### config.mk
export PLATFORM = sky130hd
export DESIGN_NAME = frame_sync_gen
export DESIGN_NICKNAME = d
export VERILOG_FILES = /design/src/rtl/fsg_pkg.sv /design/src/rtl/fsg_edge_det.sv /design/src/rtl/fsg_err_chk.sv /design/src/rtl/fsg_phase_ctr.sv /design/src/rtl/frame_sync_gen.sv
export SDC_FILE = /design/constraint.sdc
export NUM_CORES = 1
export LEC_CHECK = 0
export ABC_AREA = 1
export BUFFER_PORTS_ARGS = -buffer_cell sky130_fd_sc_hd__buf_2
export CAP_MARGIN = 0
export CORE_UTILIZATION = 60
export DETAILED_ROUTE_END_ITERATION = 6
export PLACE_DENSITY = 0.81
export SLEW_MARGIN = 10
export SYNTH_ARGS = -nofsm -noshare
export SYNTH_HDL_FRONTEND = slang
export SYNTH_HIERARCHICAL = 1
export SYNTH_SLANG_ARGS = --single-unit
### constraint.sdc
create_clock -name clk_i -period 7.15 [get_ports clk_i]
set_input_delay 1.43 -clock clk_i [delete_from_list [all_inputs] [get_ports clk_i]]
set_output_delay 1.43 -clock clk_i [all_outputs]
set_load 0.01 [all_outputs]
### src/rtl/fsg_pkg.sv
package fsg_pkg;
  typedef enum logic {
    EDGE_RISE = 1'b0,
    EDGE_FALL = 1'b1
  } edge_pol_e;

  function automatic edge_pol_e start_pol(input logic fmt_a, input logic fmt_b);
    return (fmt_a && !fmt_b) ? EDGE_FALL : EDGE_RISE;
  endfunction
endpackage

### src/rtl/fsg_edge_det.sv
module fsg_edge_det
  import fsg_pkg::*;
#(
  parameter int SYNC_STAGES = 2
) (
  input  logic      clk_i,
  input  logic      rst_ni,
  input  logic      async_i,
  input  edge_pol_e pol_i,
  output logic      edge_o
);
  logic [SYNC_STAGES-1:0] sync_q;
  logic                   prev_q;
  logic [SYNC_STAGES:0]   vld_q;

  genvar g;
  generate
    for (g = 0; g < SYNC_STAGES; g++) begin : g_sync
      if (g == 0) begin : g_first
        always_ff @(posedge clk_i or negedge rst_ni)
          if (!rst_ni) sync_q[g] <= 1'b0;
          else         sync_q[g] <= async_i;
      end else begin : g_next
        always_ff @(posedge clk_i or negedge rst_ni)
          if (!rst_ni) sync_q[g] <= 1'b0;
          else         sync_q[g] <= sync_q[g-1];
      end
    end
  endgenerate

  // vld_q masks the chain until it holds real samples after reset
  always_ff @(posedge clk_i or negedge rst_ni) begin
    if (!rst_ni) begin
      prev_q <= 1'b0;
      vld_q  <= '0;
    end else begin
      prev_q <= sync_q[SYNC_STAGES-1];
      vld_q  <= {vld_q[SYNC_STAGES-1:0], 1'b1};
    end
  end

  logic lvl, rise, fall;
  always_comb begin
    lvl    = sync_q[SYNC_STAGES-1];
    rise   = lvl & ~prev_q;
    fall   = ~lvl & prev_q;
    edge_o = vld_q[SYNC_STAGES] & ((pol_i == EDGE_FALL) ? fall : rise);
  end
endmodule

### src/rtl/fsg_err_chk.sv
module fsg_err_chk #(
  parameter int LEN_HI  = 384,
  parameter int LEN_LO  = 256,
  parameter int TOL_NUM = 3,
  parameter int TOL_DEN = 8,
  parameter int ZERO_PH = 2,
  parameter int PW      = 9
) (
  input  logic [PW-1:0] phase_i,
  input  logic          len_sel_i,
  input  logic          wide_i,
  output logic          viol_o
);
  localparam int EW         = PW + 2;
  localparam int TOL_HI     = LEN_HI * TOL_NUM / TOL_DEN;
  localparam int TOL_LO     = LEN_LO * TOL_NUM / TOL_DEN;
  localparam int NARROW_TOL = 1;

  logic signed [EW-1:0] flen, err_raw, err_wrap, err_mag, tol;

  always_comb begin
    flen     = len_sel_i ? EW'(LEN_HI) : EW'(LEN_LO);
    err_raw  = $signed({2'b00, phase_i}) - $signed(EW'(ZERO_PH));
    // fold into [-L/2, L/2)
    err_wrap = (err_raw >= (flen >>> 1)) ? err_raw - flen : err_raw;
    err_mag  = err_wrap[EW-1] ? -err_wrap : err_wrap;
    tol      = wide_i ? (len_sel_i ? EW'(TOL_HI) : EW'(TOL_LO)) : EW'(NARROW_TOL);
    viol_o   = err_mag > tol;
  end
endmodule

### src/rtl/fsg_phase_ctr.sv
module fsg_phase_ctr #(
  parameter int LEN_HI  = 384,
  parameter int LEN_LO  = 256,
  parameter int PW      = 9,
  parameter int LOAD_PH = 3
) (
  input  logic          clk_i,
  input  logic          rst_ni,
  input  logic          len_sel_i,
  input  logic          edge_i,
  input  logic          viol_i,
  output logic [PW-1:0] phase_o,
  output logic          run_o,
  output logic          resync_o
);
  logic [PW-1:0] ph_q, last_ph;
  logic          run_q, rs_q, realign;

  always_comb begin
    last_ph = len_sel_i ? PW'(LEN_HI - 1) : PW'(LEN_LO - 1);
    realign = edge_i & (~run_q | viol_i);
  end

  always_ff @(posedge clk_i or negedge rst_ni) begin
    if (!rst_ni) begin
      ph_q  <= '0;
      run_q <= 1'b0;
      rs_q  <= 1'b0;
    end else begin
      rs_q <= realign;
      if (realign) begin
        ph_q  <= PW'(LOAD_PH);
        run_q <= 1'b1;
      end else if (run_q) begin
        ph_q <= (ph_q >= last_ph) ? '0 : ph_q + 1'b1;
      end
    end
  end

  assign phase_o  = ph_q;
  assign run_o    = run_q;
  assign resync_o = rs_q;
endmodule

### src/rtl/frame_sync_gen.sv
module frame_sync_gen
  import fsg_pkg::*;
#(
  parameter int LEN_HI      = 384,
  parameter int LEN_LO      = 256,
  parameter int TOL_NUM     = 3,
  parameter int TOL_DEN     = 8,
  parameter int SYNC_STAGES = 2
) (
  input  logic                      clk_i,
  input  logic                      rst_ni,
  input  logic                      frame_clk_i,
  input  logic                      len_sel_i,
  input  logic                      wide_tol_i,
  input  logic                      fmt_a_i,
  input  logic                      fmt_b_i,
  output logic                      frame_start_o,
  output logic [$clog2(LEN_HI)-1:0] phase_o,
  output logic                      resync_o
);
  localparam int PW      = $clog2(LEN_HI);
  localparam int ZERO_PH = SYNC_STAGES;
  localparam int LOAD_PH = ZERO_PH + 1;

  edge_pol_e     pol;
  logic          edge_w, viol_w, run_w;
  logic [PW-1:0] ph_w;

  assign pol = start_pol(fmt_a_i, fmt_b_i);

  fsg_edge_det #(.SYNC_STAGES(SYNC_STAGES)) u_edge (
    .clk_i  (clk_i),
    .rst_ni (rst_ni),
    .async_i(frame_clk_i),
    .pol_i  (pol),
    .edge_o (edge_w)
  );

  fsg_err_chk #(
    .LEN_HI(LEN_HI), .LEN_LO(LEN_LO), .TOL_NUM(TOL_NUM),
    .TOL_DEN(TOL_DEN), .ZERO_PH(ZERO_PH), .PW(PW)
  ) u_err (
    .phase_i  (ph_w),
    .len_sel_i(len_sel_i),
    .wide_i   (wide_tol_i),
    .viol_o   (viol_w)
  );

  fsg_phase_ctr #(
    .LEN_HI(LEN_HI), .LEN_LO(LEN_LO), .PW(PW), .LOAD_PH(LOAD_PH)
  ) u_ctr (
    .clk_i    (clk_i),
    .rst_ni   (rst_ni),
    .len_sel_i(len_sel_i),
    .edge_i   (edge_w),
    .viol_i   (viol_w),
    .phase_o  (ph_w),
    .run_o    (run_w),
    .resync_o (resync_o)
  );

  assign phase_o       = ph_w;
  assign frame_start_o = run_w & (ph_w == '0);
endmodule

Yosys cells after proc, flatten, opt, wreduce, memory -nomap -nowiden. Cells that the tools add are included.

Add/subtract/negate cells: 4. Order comparisons: 3. Mux-type cells: 11. Bitwise logic cells: 9. Reduce and logical (&&, ||, !) cells: 4.

Operators with widths (count): 9-bit two-way mux (4); 11-bit two-way mux (3); 8-bit two-way mux (2); 11-bit by 10-bit greater-or-equal comparator with 1-bit output (1); 11-bit greater-than comparator (1); 11-bit negator (1); 11-bit subtractor (1); 9-bit by 2-bit subtractor with 10-bit output (second input constant) (1); 9-bit by 1-bit adder with 9-bit output (second input constant) (1); 9-bit greater-or-equal comparator (1); 9-bit zero test (1); 1-bit AND (5); 1-bit inverter (3); 1-bit two-way mux (2); 2-bit nonzero test (1); 1-bit logical AND (1); 1-bit zero test (1); 1-bit OR (1).

Register bits after elaboration: 17. Output and inout bits: 11. Word-level logic and storage cells: 38.

Depth between registers and ports, before layout.
Depth after elaboration: 9. Depth in mapped cells: 30.

Hierarchy. Netlist, hierarchy kept.

By module, submodules not included: fsg_err_chk (instances 1, cells each 126, area an instance 767.0 um2, seq. area each 0.0 um2); fsg_phase_ctr (instances 1, cells each 96, area an instance 718.2 um2, seq. area each 275.3 um2); fsg_edge_det (instances 1, cells each 15, area an instance 183.9 um2, seq. area each 150.1 um2); frame_sync_gen (instances 1, cells each 10, area an instance 40.0 um2, seq. area each 0.0 um2).

Worst setup path before layout. Ideal clock, no wire load.

Kind: input -> register. From: input len_sel_i. To: register u_ctr.ph_q[4], in the netlist u_ctr/phase_o[4]. Arrival time: 3868 ps. Path slack: 3217 ps. Stages on the path: 22. Path through: ha_1 > inv_1 > nand3_2 > nand2_4 > inv_2 > o21ai_1 > xor2_1 > inv_1 > ha_1 > a21o_1 > a21oi_1 > nand3b_1 > o21ai_0 > nand3_1 > o21bai_1 > nand2_1 > nor2_1 > nor2_1 > o21a_4 > nor2_4 > nand3_1 > nand2_1.

Word-level cells in the longest chain between the ends: 9. Elaborated cells on any way between the ends: 17.

RTL lines: start, declared (RTL line frame_sync_gen.sv:13) `input logic len_sel_i,`; 8-bit two-way mux (RTL line fsg_err_chk.sv:22) `flen = len_sel_i ? EW'(LEN_HI) : EW'(LEN_LO);`; 11-bit subtractor / 11-bit by 10-bit greater-or-equal comparator with 1-bit output (equally long branches) (RTL line fsg_err_chk.sv:25) `err_wrap = (err_raw >= (flen >>> 1)) ? err_raw - flen : err_raw;`; 11-bit two-way mux (RTL line fsg_err_chk.sv:25); 11-bit negator (RTL line fsg_err_chk.sv:26) `err_mag = err_wrap[EW-1] ? -err_wrap : err_wrap;`; 11-bit two-way mux (RTL line fsg_err_chk.sv:26); 11-bit greater-than comparator * (RTL line fsg_err_chk.sv:28) `viol_o = err_mag > tol;`; net viol_w (RTL line frame_sync_gen.sv:26) `logic edge_w, viol_w, run_w;`; 1-bit OR * (RTL line fsg_phase_ctr.sv:21) `realign = edge_i & (~run_q | viol_i);`; 1-bit AND * (RTL line fsg_phase_ctr.sv:21); net u_ctr.realign (RTL line fsg_phase_ctr.sv:17) `logic run_q, rs_q, realign;`; 9-bit two-way mux / 2-bit nonzero test (equally long branches); end signal, assigned (RTL line fsg_phase_ctr.sv:32) `ph_q <= PW'(LOAD_PH);`; end signal, assigned (RTL line fsg_phase_ctr.sv:35) `ph_q <= (ph_q >= last_ph) ? '0 : ph_q + 1'b1;`; end, declared (RTL line fsg_phase_ctr.sv:16) `logic [PW-1:0] ph_q, last_ph;`.

Mark *: on every way through the listed nets, which the timed path passes. The rest lies on a longest branch. The select of a mux whose other input is x is not followed. A chain may end at the register's enable or synchronous reset.

Worst setup path in the final report.
From: register u_ctr.ph_q[1], in the netlist u_ctr/phase_o[1]. To: register u_ctr.ph_q[4], in the netlist u_ctr/phase_o[4].

Word-level cells in the longest chain between the ends: 9. Elaborated cells on any way between the ends: 15.

RTL lines: 9-bit by 2-bit subtractor with 10-bit output * (RTL line fsg_err_chk.sv:23) `err_raw = $signed({2'b00, phase_i}) - $signed(EW'(ZERO_PH));`; 11-bit subtractor / 11-bit by 10-bit greater-or-equal comparator with 1-bit output (equally long branches) (RTL line fsg_err_chk.sv:25); 11-bit two-way mux * (RTL line fsg_err_chk.sv:25); 11-bit negator (RTL line fsg_err_chk.sv:26); 11-bit two-way mux * (RTL line fsg_err_chk.sv:26); 11-bit greater-than comparator * (RTL line fsg_err_chk.sv:28); net viol_w (RTL line frame_sync_gen.sv:26); 1-bit OR * (RTL line fsg_phase_ctr.sv:21); 1-bit AND * (RTL line fsg_phase_ctr.sv:21); net u_ctr.realign (RTL line fsg_phase_ctr.sv:17); 9-bit two-way mux / 2-bit nonzero test (equally long branches).

Marks and branches as above.

==> metrics.txt <==
# TYPE chip_impl_metric gauge
chip_impl_metric{name="number_of_storage_elements_in_the_synthesis_netlist",unit=""} 17
chip_impl_metric{name="cts_htree_levels",unit=""} 1
chip_impl_metric{name="max-cap-violations",unit=""} 0
chip_impl_info{name="cell_repeated_most_along_the_worst_path",value="sky130_fd_sc_hd__inv_1"} 1
chip_impl_metric{name="finalNetCount",unit=""} 289
chip_impl_metric{name="grt_pass1_vias",unit=""} 1403
chip_impl_metric{name="tritoncts_num_sinks",unit=""} 17
chip_impl_metric{name="power.density_cell_area",unit="nW/um^2"} 502.9
chip_impl_info{name="worst_r2r_startpoint",value="u_ctr/phase_o[1]"} 1
chip_impl_metric{name="max_stage_delay",unit="ns"} 0.51
chip_impl_info{name="root_buffer",value="sky130_fd_sc_hd__clkbuf_4"} 1
chip_impl_metric{name="initial_core_util",unit=""} 0.6599
chip_impl_metric{name="synth.cell_area",unit="um^2"} 1709
chip_impl_metric{name="placed_cells",unit=""} 294
chip_impl_metric{name="ys_types",unit=""} 29
chip_impl_metric{name="post-synth-top-area-fraction",unit=""} 0.2489
chip_impl_metric{name="postRouteWirelength",unit="um"} 3391
chip_impl_info{name="startpoint_type",value="register"} 1
chip_impl_metric{name="fin_ws",unit="ns"} 2.925
chip_impl_metric{name="worst_hold_path.num_cells",unit=""} 0
chip_impl_info{name="synth_flop_cell",value="sky130_fd_sc_hd__dfrtp_1"} 1
chip_impl_metric{name="boundaryPins",unit=""} 18
chip_impl_metric{name="rows",unit=""} 18
chip_impl_info{name="r2r_end",value="u_ctr/phase_o[4]"} 1
chip_impl_metric{name="ant_nets",unit=""} 0
chip_impl_metric{name="post_synth_edffs",unit=""} 0
chip_impl_metric{name="worst_setup_hold_path_clk_slew",unit="ns"} 0.10
chip_impl_metric{name="place_worst_setup_slack",unit="ns"} 2.765
chip_impl_metric{name="postSynthNetCount",unit=""} 267
chip_impl_metric{name="share_of_the_cycle_needed_by_the_critical_path_after_routing",unit=""} 0.5909
chip_impl_metric{name="wire_length_of_the_first_global_routing_pass",unit="um"} 5968
chip_impl_metric{name="floorplan.die_area",unit="um^2"} 3066
chip_impl_metric{name="finClkSkew",unit="ns"} 0.001381
chip_impl_metric{name="layout_min_cycle_time",unit="ns"} 4.225
chip_impl_metric{name="stdcell_count",unit=""} 298
chip_impl_metric{name="timing_max_transition_violations_final",unit=""} 0
chip_impl_metric{name="hold_slack",unit="ns"} 0.3576
chip_impl_metric{name="finalSetupTns",unit="ns"} 0
chip_impl_info{name="min_delay_worst_endpoint",value="u_edge/vld_q[2]"} 1
chip_impl_metric{name="drive_above_1_share",unit=""} 0.2201
chip_impl_metric{name="power_leakage",unit="nW"} 1.022
chip_impl_metric{name="post-dp-hpwl",unit="um"} 2747
chip_impl_metric{name="gp_congestion",unit=""} 0.8942
chip_impl_metric{name="average_cell_area_after_synthesis",unit="um^2"} 6.920
chip_impl_metric{name="routed-via-count",unit=""} 1538
chip_impl_info{name="critPathCaptureType",value="register"} 1
chip_impl_metric{name="areaGrowthSynthToFinish",unit="%"} 8.785
chip_impl_metric{name="num_antenna_cells",unit=""} 0
chip_impl_info{name="hold_class",value="reg -> reg"} 1
chip_impl_metric{name="drt_first_iter_violations",unit=""} 62
chip_impl_info{name="top_cell_type_by_total_area_after_synthesis",value="sky130_fd_sc_hd__dfrtp_1"} 1
chip_impl_metric{name="maximum_fanout_encountered_on_the_critical_timing_path",unit=""} 9
chip_impl_metric{name="timing.critical_path.arrival",unit="ns"} 4.46
chip_impl_metric{name="filler_cells_inserted",unit=""} 234
chip_impl_metric{name="globalRouteTotalUtil",unit=""} 0.2371
chip_impl_metric{name="die_w",unit="um"} 55.37
chip_impl_info{name="slowest_stage",value="sky130_fd_sc_hd__dfrtp_1"} 1
chip_impl_metric{name="route.detailed.vias_per_inst",unit=""} 5.161
chip_impl_info{name="rsz0062_at_grt",value="false"} 1
chip_impl_metric{name="yosysWarningCount",unit=""} 6
chip_impl_metric{name="fp.dieH",unit="um"} 55.37
chip_impl_info{name="crit_path_kind",value="reg -> reg"} 1
chip_impl_metric{name="post_cts_buffers",unit=""} 0
chip_impl_metric{name="congestion_overflow_gr",unit=""} 0
chip_impl_metric{name="worst_ep_required_time",unit="ns"} 7.38
chip_impl_metric{name="drt-wirelength-per-cell",unit="um"} 11.38
chip_impl_info{name="yosys-top-cells-count",value="sky130_fd_sc_hd__nand2_1, sky130_fd_sc_hd__inv_1, sky130_fd_sc_hd__nand3_1, sky130_fd_sc_hd__nor2_1, sky130_fd_sc_hd__dfrtp_1"} 1
chip_impl_metric{name="setup_viol",unit=""} 0
chip_impl_metric{name="grt_antenna_before_repair",unit=""} 0
chip_impl_metric{name="standard_cell_core_area",unit="um^2"} 2590
chip_impl_metric{name="grt_max_degree",unit=""} 18
chip_impl_metric{name="drc",unit=""} 0
chip_impl_metric{name="worstRegToRegCells",unit=""} 29
chip_impl_metric{name="report.final.hold_viol_count",unit=""} 0
chip_impl_metric{name="drt_first_pass_iters",unit=""} 4
chip_impl_metric{name="cts_resized",unit=""} 0
chip_impl_metric{name="clock_latency",unit="ns"} 0.29
chip_impl_metric{name="cts_buffers",unit=""} 3
chip_impl_metric{name="yosysSeqAreaShare",unit=""} 0.2489
chip_impl_metric{name="numPortBuffers",unit=""} 17
chip_impl_info{name="outcome",value="finished clean"} 1
chip_impl_metric{name="maxClockFrequency",unit="MHz"} 236.7
chip_impl_info{name="synth.area.top_cells",value="sky130_fd_sc_hd__dfrtp_1, sky130_fd_sc_hd__nand2_1, sky130_fd_sc_hd__ha_1"} 1
chip_impl_info{name="tritoncts",value="done"} 1
chip_impl_metric{name="timing.reg2reg.setup_slack",unit="ns"} 2.92
chip_impl_metric{name="bufs_on_longest_clock_path",unit=""} 2
chip_impl_metric{name="synthesis.instances",unit=""} 247
chip_impl_metric{name="ys_async_sr_fraction",unit=""} 1.000
chip_impl_info{name="timing.hold.worst.start",value="u_edge/vld_q[1]"} 1
chip_impl_metric{name="maximum_ir_drop_on_the_vdd_rail",unit="mV"} 0.3603
chip_impl_info{name="cell_with_the_most_instances_after_synthesis",value="sky130_fd_sc_hd__nand2_1"} 1
chip_impl_metric{name="post_cts_hold_buffer_count",unit=""} 0
## worst max-delay path, delay by kind of cell (launching register included)
kind / cells / cell delay (ns)
buffers and inverters: 6 / 0.50
adder cells (fa/ha/maj): 3 / 0.67
AO/OA/AOI/OAI: 6 / 0.89
XOR/XNOR: 1 / 0.15
flip-flops: 1 / 0.51
AND/OR/NAND/NOR: 13 / 1.44
## stage by stage
| step | total power, mW | utilization | area, um^2 |
|---|---|---|---|
| after floorplan | 0.7487 | - | 1709 |
| after global placement | 0.8678 | 0.7072 | 1832 |
| after detailed placement | 0.8854 | 0.7072 | 1832 |
| after CTS | 0.9384 | 0.7179 | 1859 |
| after global routing | 1.050 | 0.7179 | 1859 |
| final | 0.9351 | 0.7179 | 1859 |
## final cells by class
class	count	area [um^2]	share of cell area
well taps	30	37.54	0.02019
multi-input cells	191	1137	0.6117
clock buffers	3	22.52	0.01211
clock inverters	1	5.005	0.002692
repair buffers	17	85.08	0.04576
flip-flops and latches	17	425.4	0.2288
inverters	39	146.4	0.07873
## metal layers
layer	global-route usage	vias up	wire length (um)	share of wire
li1	-	823	-	-
met1	0.3328	694	1709	0.50
met2	0.3941	21	1600	0.47
met3	0.04215	0	82	0.024
met4	0.02500	0	0	0
met5	0	-	0	0
## kinds of logic after synthesis
kind of cell | after synthesis | synth area share
AOI/OAI and AO/OA | 16 | 0.06149
xor gates and xnor gates | 10 | 0.05564
adders and majority gates | 13 | 0.09517
buffers and inverters | 39 | 0.08565
DFF | 17 | 0.2489
other | 1 | 0.002194
and+or+nand+nor | 151 | 0.4510
## flip-flops by register name (all words and copies together) (netlist names)
signal          cells
u_ctr/resync_o      1
u_edge/prev_q       1
u_edge/sync_q       1
u_ctr/phase_o       9
u_ctr/run_o         1
u_edge/lvl          1
u_edge/vld_q        3
## cells in the final DEF (no fill, tap or decap)
cell type and instances:
sky130_fd_sc_hd__nand2_2 8, sky130_fd_sc_hd__nor2_4 6, sky130_fd_sc_hd__o21ai_0 2, sky130_fd_sc_hd__dfrtp_1 17, sky130_fd_sc_hd__buf_2 17, sky130_fd_sc_hd__nand3b_1 1
sky130_fd_sc_hd__nand2_4 3, sky130_fd_sc_hd__xor2_2 1, sky130_fd_sc_hd__nand4_1 3, sky130_fd_sc_hd__clkinv_2 1, sky130_fd_sc_hd__nor2_2 4, sky130_fd_sc_hd__o21bai_1 2
sky130_fd_sc_hd__ha_1 13, sky130_fd_sc_hd__or2_2 1, sky130_fd_sc_hd__a21o_1 1, sky130_fd_sc_hd__conb_1 1, sky130_fd_sc_hd__xnor2_1 2, sky130_fd_sc_hd__xor2_1 7
sky130_fd_sc_hd__nand2_1 62, sky130_fd_sc_hd__nor4_1 1, sky130_fd_sc_hd__inv_2 5, sky130_fd_sc_hd__o21ai_1 3, sky130_fd_sc_hd__nor4_4 1, sky130_fd_sc_hd__nor2_1 27
sky130_fd_sc_hd__inv_1 34, sky130_fd_sc_hd__o21ai_2 2, sky130_fd_sc_hd__clkbuf_4 3, sky130_fd_sc_hd__o21a_4 1, sky130_fd_sc_hd__nand3_1 27, sky130_fd_sc_hd__nand3_2 6
sky130_fd_sc_hd__a21oi_1 5, sky130_fd_sc_hd__nor3_1 1
## how the worst max path moves through the flow
stage | endpoint | depth (start not counted) | startpoint
4_1_cts | u_ctr/phase_o[4] | 29 | u_ctr/phase_o[1]
3_3_place_gp | u_ctr/phase_o[6] | 23 | len_sel_i
5_1_grt | u_ctr/phase_o[3] | 29 | u_ctr/phase_o[1]
6_report | u_ctr/phase_o[4] | 29 | u_ctr/phase_o[1]
3_5_place_dp | u_ctr/phase_o[2] | 23 | len_sel_i
2_1_floorplan | u_ctr/phase_o[4] | 22 | len_sel_i
## power breakdown
part	internal, mW	leakage (nW)	total (mW)	switching, mW
Clock	0.0208	0.0177	0.0515	0.0307
Combinational	0.287	0.795	0.729	0.441
Sequential	0.114	0.209	0.155	0.0407
Note: power is estimated with default switching activity, not from simulation.
